[src/rtl/tdc_pkg.sv]
package tdc_pkg;
  localparam int unsigned NPH    = 4;
  localparam int unsigned FINE_W = 2;

  typedef struct packed {
    logic              hit;
    logic [FINE_W-1:0] fine;
  } rise_t;
endpackage

[src/rtl/tdc_sync.sv]
module tdc_sync #(
  parameter int unsigned W      = 4,
  parameter int unsigned STAGES = 2
) (
  input  logic         clk_i,
  input  logic         rst_ni,
  input  logic [W-1:0] d_i,
  output logic [W-1:0] q_o
);
  logic [W-1:0] stg_q [STAGES];

  for (genvar s = 0; s < STAGES; s++) begin : g_stage
    if (s == 0) begin : g_first
      always_ff @(posedge clk_i or negedge rst_ni)
        if (!rst_ni) stg_q[0] <= '0;
        else         stg_q[0] <= d_i;
    end else begin : g_next
      always_ff @(posedge clk_i or negedge rst_ni)
        if (!rst_ni) stg_q[s] <= '0;
        else         stg_q[s] <= stg_q[s-1];
    end
  end

  assign q_o = stg_q[STAGES-1];
endmodule

[src/rtl/tdc_edge.sv]
module tdc_edge
  import tdc_pkg::*;
(
  input  logic           clk_i,
  input  logic           rst_ni,
  input  logic [NPH-1:0] smp_i,
  output rise_t          rise_o
);
  logic           last_q;
  logic [NPH-1:0] prev;
  logic [NPH-1:0] rises;

  always_ff @(posedge clk_i or negedge rst_ni)
    if (!rst_ni) last_q <= 1'b0;
    else         last_q <= smp_i[NPH-1];

  // each phase is compared with the one just before it in time
  assign prev  = {smp_i[NPH-2:0], last_q};
  assign rises = smp_i & ~prev;

  always_comb begin
    rise_o.hit  = |rises;
    rise_o.fine = '0;
    for (int k = NPH - 1; k >= 0; k--)
      if (rises[k]) rise_o.fine = FINE_W'(k);
  end
endmodule

[src/rtl/tdc_window.sv]
module tdc_window
  import tdc_pkg::*;
#(
  parameter int unsigned COARSE_W = 14,
  localparam int unsigned TW      = COARSE_W + FINE_W
) (
  input  logic                clk_i,
  input  logic                rst_ni,
  input  logic                strobe_i,
  input  rise_t               rise_i,
  output logic                push_o,
  output logic                ovf_o,
  output logic [TW-1:0]       tword_o,
  output logic [COARSE_W-1:0] cnt_o
);
  logic                st_q;
  logic                armed_q;
  logic [COARSE_W-1:0] cnt_q;
  logic                at_max;

  // strobe delayed one cycle to line up with the synchronizer
  always_ff @(posedge clk_i or negedge rst_ni)
    if (!rst_ni) st_q <= 1'b0;
    else         st_q <= strobe_i;

  assign at_max = &cnt_q;
  assign push_o = armed_q && !st_q && (rise_i.hit || at_max);
  assign ovf_o  = !rise_i.hit;
  assign tword_o = rise_i.hit ? {cnt_q, rise_i.fine} : '1;
  assign cnt_o  = cnt_q;

  always_ff @(posedge clk_i or negedge rst_ni)
    if (!rst_ni) begin
      armed_q <= 1'b0;
      cnt_q   <= '0;
    end else if (st_q) begin
      armed_q <= 1'b1;
      cnt_q   <= '0;
    end else if (armed_q) begin
      if (push_o) armed_q <= 1'b0;
      else        cnt_q   <= cnt_q + 1'b1;
    end
endmodule

[src/rtl/tdc_fifo.sv]
module tdc_fifo #(
  parameter int unsigned W     = 17,
  parameter int unsigned DEPTH = 4,
  localparam int unsigned AW   = (DEPTH > 1) ? $clog2(DEPTH) : 1,
  localparam int unsigned CW   = $clog2(DEPTH + 1)
) (
  input  logic         clk_i,
  input  logic         rst_ni,
  input  logic         push_i,
  input  logic [W-1:0] din_i,
  input  logic         pop_i,
  output logic         valid_o,
  output logic [W-1:0] dout_o
);
  logic [W-1:0]  mem_q [DEPTH];
  logic [AW-1:0] wp_q, rp_q;
  logic [CW-1:0] cnt_q;
  logic          do_wr, do_rd;

  assign do_wr   = push_i && (cnt_q != CW'(DEPTH));
  assign do_rd   = pop_i && (cnt_q != '0);
  assign valid_o = (cnt_q != '0);
  assign dout_o  = mem_q[rp_q];

  function automatic logic [AW-1:0] nxt(input logic [AW-1:0] p);
    return (p == AW'(DEPTH - 1)) ? '0 : p + 1'b1;
  endfunction

  always_ff @(posedge clk_i or negedge rst_ni)
    if (!rst_ni) begin
      wp_q  <= '0;
      rp_q  <= '0;
      cnt_q <= '0;
    end else begin
      if (do_wr) wp_q <= nxt(wp_q);
      if (do_rd) rp_q <= nxt(rp_q);
      if (do_wr && !do_rd)      cnt_q <= cnt_q + 1'b1;
      else if (do_rd && !do_wr) cnt_q <= cnt_q - 1'b1;
    end

  for (genvar i = 0; i < DEPTH; i++) begin : g_mem
    always_ff @(posedge clk_i or negedge rst_ni)
      if (!rst_ni)                     mem_q[i] <= '0;
      else if (do_wr && wp_q == AW'(i)) mem_q[i] <= din_i;
  end
endmodule

[src/rtl/phase_tdc.sv]
module phase_tdc
  import tdc_pkg::*;
#(
  parameter int unsigned COARSE_W   = 14,
  parameter int unsigned FIFO_DEPTH = 4,
  parameter int unsigned SYNC_STG   = 2,
  localparam int unsigned TW        = COARSE_W + FINE_W
) (
  input  logic           clk_i,
  input  logic           rst_ni,
  input  logic [NPH-1:0] phase_i,
  input  logic           strobe_i,
  input  logic           rd_i,
  output logic           valid_o,
  output logic [TW-1:0]  time_o,
  output logic           ovf_o
);
  logic [NPH-1:0]      smp_w;
  rise_t               rise_w;
  logic                push_w;
  logic                rec_ovf_w;
  logic [TW-1:0]       rec_time_w;
  logic [COARSE_W-1:0] cnt_w;

  tdc_sync #(.W(NPH), .STAGES(SYNC_STG)) u_sync (
    .clk_i (clk_i),
    .rst_ni(rst_ni),
    .d_i   (phase_i),
    .q_o   (smp_w)
  );

  tdc_edge u_edge (
    .clk_i (clk_i),
    .rst_ni(rst_ni),
    .smp_i (smp_w),
    .rise_o(rise_w)
  );

  tdc_window #(.COARSE_W(COARSE_W)) u_win (
    .clk_i   (clk_i),
    .rst_ni  (rst_ni),
    .strobe_i(strobe_i),
    .rise_i  (rise_w),
    .push_o  (push_w),
    .ovf_o   (rec_ovf_w),
    .tword_o (rec_time_w),
    .cnt_o   (cnt_w)
  );

  tdc_fifo #(.W(TW + 1), .DEPTH(FIFO_DEPTH)) u_fifo (
    .clk_i  (clk_i),
    .rst_ni (rst_ni),
    .push_i (push_w),
    .din_i  ({rec_ovf_w, rec_time_w}),
    .pop_i  (rd_i),
    .valid_o(valid_o),
    .dout_o ({ovf_o, time_o})
  );
endmodule

[config.mk]
export PLATFORM = sky130hd
export DESIGN_NAME = phase_tdc
export DESIGN_NICKNAME = d
export VERILOG_FILES = /design/src/rtl/tdc_pkg.sv /design/src/rtl/tdc_sync.sv /design/src/rtl/tdc_edge.sv /design/src/rtl/tdc_window.sv /design/src/rtl/tdc_fifo.sv /design/src/rtl/phase_tdc.sv
export SDC_FILE = /design/constraint.sdc
export NUM_CORES = 1
export LEC_CHECK = 0
export BUFFER_PORTS_ARGS = -buffer_cell sky130_fd_sc_hd__buf_4
export CAP_MARGIN = 20
export CORE_AREA = 2 2 73 144
export DETAILED_ROUTE_END_ITERATION = 16
export DIE_AREA = 0 0 75 146
export GPL_TIMING_DRIVEN = 0
export PLACE_DENSITY = 0.77
export SLEW_MARGIN = 10
export SYNTH_ARGS = -nofsm -noshare
export SYNTH_HDL_FRONTEND = slang
export SYNTH_HIERARCHICAL = 1
export SYNTH_SLANG_ARGS = --single-unit
[constraint.sdc]
create_clock -name clk_i -period 4.55 [get_ports clk_i]
set_input_delay 0.2275 -clock clk_i [delete_from_list [all_inputs] [get_ports clk_i]]
set_output_delay 0.2275 -clock clk_i [all_outputs]
set_load 0.005 [all_outputs]
Word level (Yosys, flattened, before mapping)
Cells that the tools add are included.
{"block": "totals", "register_bits": 100, "out_inout_bits": 18, "input_bits": 8, "elab_cells": 68}
{"block": "classes", "bitwise_logic": 3, "magnitude_cmp": 1, "reduce_logical": 22, "muxes": 18, "eq_ne": 6, "n_addsub": 5}
{"cell": "$mux 14", "n": 3}
{"cell": "$bmux 17 s2", "n": 1}
{"cell": "$mux 17", "n": 2}
{"cell": "$mux 16", "n": 1}
{"cell": "$add 14x1->14 const B", "n": 1}
{"cell": "$reduce_and 14->1", "n": 1}
{"cell": "$mux 2", "n": 6}
{"cell": "$logic_and 1x1->1", "n": 10}
{"cell": "$eq 2x2->1 const B", "n": 3}
{"cell": "$mux 3", "n": 2}
{"cell": "$add 2x1->2 const B", "n": 2}
{"cell": "$and 4x4->4", "n": 1}
{"cell": "$logic_not 1->1", "n": 4}
{"cell": "$not 4->4", "n": 1}
{"cell": "$reduce_bool 2->1", "n": 2}
{"cell": "$reduce_or 4->1", "n": 1}
{"cell": "$add 3x1->3 const B", "n": 1}
{"cell": "$ge 3x3->1 const B", "n": 1}
{"cell": "$mux 1", "n": 3}
{"cell": "$ne 3x3->1 const B", "n": 1}
{"cell": "$not 2->3", "n": 1}
{"cell": "$reduce_bool 3->1", "n": 1}
{"cell": "$sub 3x1->3 const B", "n": 1}
{"cell": "$eq 2x1->1 const B", "n": 1}
{"cell": "other kinds (4)", "n": 4}

Longest topological paths before layout
{"block": "logic_depth", "word_depth": 10, "mapped_depth": 15}

By module
The synthesis kept the hierarchy.
{"module": "tdc_fifo", "area_per_inst_um2": 3372.0, "cells_each": 201, "n_inst": 1, "seq_area_each_um2": 1876.8}
{"module": "tdc_window", "area_per_inst_um2": 1113.6, "cells_each": 115, "n_inst": 1, "seq_area_each_um2": 400.4}
{"module": "tdc_sync", "area_per_inst_um2": 230.2, "cells_each": 12, "n_inst": 1, "seq_area_each_um2": 200.2}
{"module": "tdc_edge", "area_per_inst_um2": 85.1, "cells_each": 12, "n_inst": 1, "seq_area_each_um2": 25.0}

Worst setup path before layout
No wires, ideal clock.
{"block": "synth_timing", "path_type": "register to register", "startpoint": "register u_sync.stg_q, in the netlist u_sync/q_o[0]", "endpoint": "register u_fifo.cnt_q[2]", "path_slack_ns": 1.593, "path_stages_with_launch": 16, "period_less_slack_ns": 2.957, "setup_time_ns": 0.079, "arrival_time_ns": 2.878, "required_ns": 4.471, "path_cell_list": "dfrtp_1 -> buf_4 -> nand2_1 -> o21ai_0 -> a31oi_1 -> clkbuf_1 -> clkbuf_1 -> nor2_1 -> nor3b_2 -> and2b_2 -> ha_1 -> inv_1 -> fa_1 -> xor2_1 -> nor2_1 -> xor2_1"}
{"item": "start, declared", "line_no": "tdc_sync.sv:10", "rtl": "logic [W-1:0] stg_q [STAGES];"}
{"item": "start signal, assigned by index", "line_no": "tdc_sync.sv:20", "rtl": "else stg_q[s] <= stg_q[s-1];"}
{"item": "end signal, assigned", "line_no": "tdc_fifo.sv:37", "rtl": "if (do_wr && !do_rd) cnt_q <= cnt_q + 1'b1;"}
{"item": "end signal, assigned", "line_no": "tdc_fifo.sv:38", "rtl": "else if (do_rd && !do_wr) cnt_q <= cnt_q - 1'b1;"}
{"item": "end, declared", "line_no": "tdc_fifo.sv:17", "rtl": "logic [CW-1:0] cnt_q;"}

==> reports/results.ini <==
[outcome]
status = completed

[logic_synthesis]
async_reset_ff_share_pct = 100.0
ys_warn_count = 6
syn_area_um2 = 4801
synthMuxAreaShare_pct = 26.82
yosys.area_share.simple_pct = 11.21
yosysUniqueCellTypes = 52
synth_edf_count = 0
synthAdderAreaFrac_pct = 2.241
synth_compound_area_share_pct = 2.841
synthFlopType = dfrtp_1
syn_inst = 340
synth.avg_cell_area_um2 = 14.12
synth_top_family_by_area = multiplexers
synth-xor-area-share_pct = 0.5473
synth_nets = 356
ys_seq_elements = 100
yosysSeqAreaShare_pct = 52.12

[flow_run]
drv_cap = 0

[floorplanning]
die_y_um = 146
die_x_um = 75
rows = 51
dieArea_um2 = 10950
start_util_pct = 49.17
coreArea_um2 = 9763
io_pins = 26

[worst_setup_path]
critPathBufInv = 4
reg2reg_from = u_sync/q_o[0]
reg2reg_to = u_fifo/cnt_q[2]
start_kind = flip-flop
end_kind = flip-flop
cp_slowest_stage_delay_ns = 0.44
r2r_cells = 15
crit_path_top_delay_cell = clkbuf_1
worstPathCellList = buf_4 > nand2_1 > o21ai_0 > a31oi_1 > clkbuf_1 > clkbuf_1 > nor2_1 > nor3b_2 > and2b_2 > ha_1 > inv_1 > fa_1 > xor2_1 > nor2_1 > xor2_1
cp_top_family = buffers and inverters
critical_path.max_fanout = 10
worstSetupPathType = flip-flop to flip-flop
rrSetupSlack_ns = 0.96
cp_data_arrival_time_ns = 3.85
worstPathRequired_ns = 4.81

[sta]
finalHoldViolations = 0
fin_crit_sh_pct = 78.85
relSlewSlack_pct = 58.88
drv_slew = 0
setup_tns_ns = 0
setup_viol = 0
finalCriticalPeriod_ns = 3.588
rsz0062_at_grt = no
final.setup_skew_ns = 0.005204
tightest_slew_ns = 0.6168
fmax_mhz = 278.7

[clock_tree]
numCtsBuffers = 9
cts-root-buf = clkbuf_16
post-cts-setup-buffer-count = 0
cts_tree = built
clkTransAtPathRegs_ns = 0.06
hold_buffers = 6
cts.sinks = 100
clock_path_buffers = 2
h-tree-depth = 3
worstSkewPairLatency_ns = 0.34
ctsResizeCount = 0

[worst_hold_path]
worstHoldPathType = primary input to flip-flop
hold_end = u_fifo/rp_q[0]
holdPathStages = 3
holdCritStartpoint = rd_i

[drt]
drc = 0
vias = 2902
routedWlPerCell_um = 18.20
drtAntennaViolNets = 0
drt-total-wl_mm = 9.447
vias_per_cell = 5.592
drtIter0Drc = 153
dr.pass1.iters = 4

[power_and_ir_drop]
ir_worst_vdd_mv = 0.4039
p_total_w = 0.003272
powerDensity_nw_per_um2 = 588.7
p_leak_nw = 2.547

[finish]
nets = 399
area_growth_pct = 15.77
n_antenna_cell = 0
drive_gt1_share_pct = 43.41
finalNonFillerCells = 519

[global_routing]
grt_pass1_vias = 3209
grt_antenna_before_repair = 0
overflow = 0
grt_max_degree = 68
grt_pass1_wl_mm = 16.08
grtUsageTotal_pct = 19.56

[placed_design]
post-dp-hpwl_mm = 6.681
gp_congestion = 0.8456
port_buffers = 25
dp_cells = 498

==> metal layers <==
layer / track usage [%] / wire [um] / up-vias
met1: 22.58 / 3509 / 1513
met3: 4.017 / 300 / 22
met5: 0 / 0 / -
li1: - / - / 1309
met2: 33.64 / 5321 / 58
met4: 8.661 / 315 / 0
==> cell families after synthesis <==
logic type | after synthesis
AO/OA/AOI/OAI | 22
AND/OR/NAND/NOR | 82
XOR/XNOR | 3
buffers and inverters | 29
multiplexers | 96
adder cells (fa/ha/maj) | 8
flip-flops | 100
==> through the flow <==
stage	utilization, %	cell area [um^2]	hold WS (ns)	setup slack (ns)
2_1_floorplan	-	4801	-0.06809	1.593
3_3_place_gp	52.79	5154	0.3330	1.089
3_5_place_dp	53.07	5181	0.2069	0.9563
4_1_cts	56.93	5558	0.2819	0.9408
5_1_grt	56.93	5558	0.2993	0.6013
6_report	56.93	5558	0.2963	0.9621
==> tightest hold or removal path, delay by kind of cell <==
family,cells,cell delay [ns]
mux,1,0.16
buf+inv,1,0.11
simple gates,1,0.11
==> cell usage in the layout (no fill, tap or decap), types with 3 or more instances in the layout <==
cell           instances
a21oi_1                9
buf_2                  3
buf_4                 29
clkbuf_1               4
clkbuf_16              9
clkbuf_8               5
dfrtp_1              100
dlygate4sd3_1          6
ha_1                   7
inv_1                 10
mux2_2                73
mux2_4                 4
mux4_2                17
nand2_1               14
nand2b_1              15
nand3_1                4
nor2_1                12
nor2_2                 4
nor2b_1                6
nor3b_2                3
o31ai_1                5
or4_1                  4
==> worst max path at each step <==
stage | start | endpoint | slack [ns] | depth (start not counted)
after detailed placement | u_sync/q_o[0] | u_fifo/cnt_q[2] | 0.96 | 15
final | u_sync/q_o[0] | u_fifo/cnt_q[2] | 0.96 | 15
after CTS | u_sync/q_o[0] | u_fifo/cnt_q[2] | 0.94 | 15
after global routing | u_sync/q_o[2] | u_fifo/cnt_q[2] | 0.60 | 15
after floorplan | u_sync/q_o[0] | u_fifo/cnt_q[2] | 1.59 | 15
after global placement | u_sync/q_o[0] | u_fifo/cnt_q[2] | 1.09 | 15
==> cells in the mapped netlist (2+ instances only) <==
master	n	area, um^2
a21oi_1	9	45.04
buf_2	3	15.01
buf_4	4	30.03
clkbuf_1	3	11.26
clkbuf_4	2	15.01
clkbuf_8	4	55.05
dfrtp_1	100	2502
ha_1	7	87.58
inv_1	10	37.54
mux2_1	2	22.52
mux2_2	73	822.0
mux2_4	4	60.06
mux4_2	17	382.9
nand2_1	14	52.55
nand2b_1	15	93.84
nand3_1	4	20.02
nor2_1	12	45.04
nor2_2	4	25.02
nor2b_1	6	37.54
nor3_2	2	20.02
nor3b_2	3	37.54
nor4_1	2	12.51
nor4_4	2	42.54
o21ai_1	2	10.01
o31ai_1	5	37.54
or4_1	4	30.03
xor2_1	2	17.52
==> state kept, by name, summed over array words and instances (netlist names) <==
register / flops
u_win/armed_q: 1
u_fifo/wp_q: 2
u_fifo/rp_q: 2
u_sync/q_o: 4
u_fifo/mem_q: 68
u_win/cnt_o: 14
u_sync/stg_q: 4
u_fifo/cnt_q: 3
u_edge/last_q: 1
u_win/st_q: 1
==> report_power, final <==
part / leakage, nW / internal [W] / switching [W]
clock network: 0.156 / 0.000494 / 0.000312
registers: 1.30 / 0.00121 / 0.000177
logic: 1.09 / 0.000671 / 0.000410
==> final cells by class <==
class / count / area [um^2]
clock inverter: 4 / 73.82
tap: 132 / 165.2
clock buffer: 11 / 242.7
fill: 767 / 4205
timing repair buffer: 32 / 275.3
sequential: 100 / 2502
inverter: 10 / 37.54
multi-input combinational: 211 / 2096
buffer: 19 / 165.2
(Power assumes the default switching activity.)
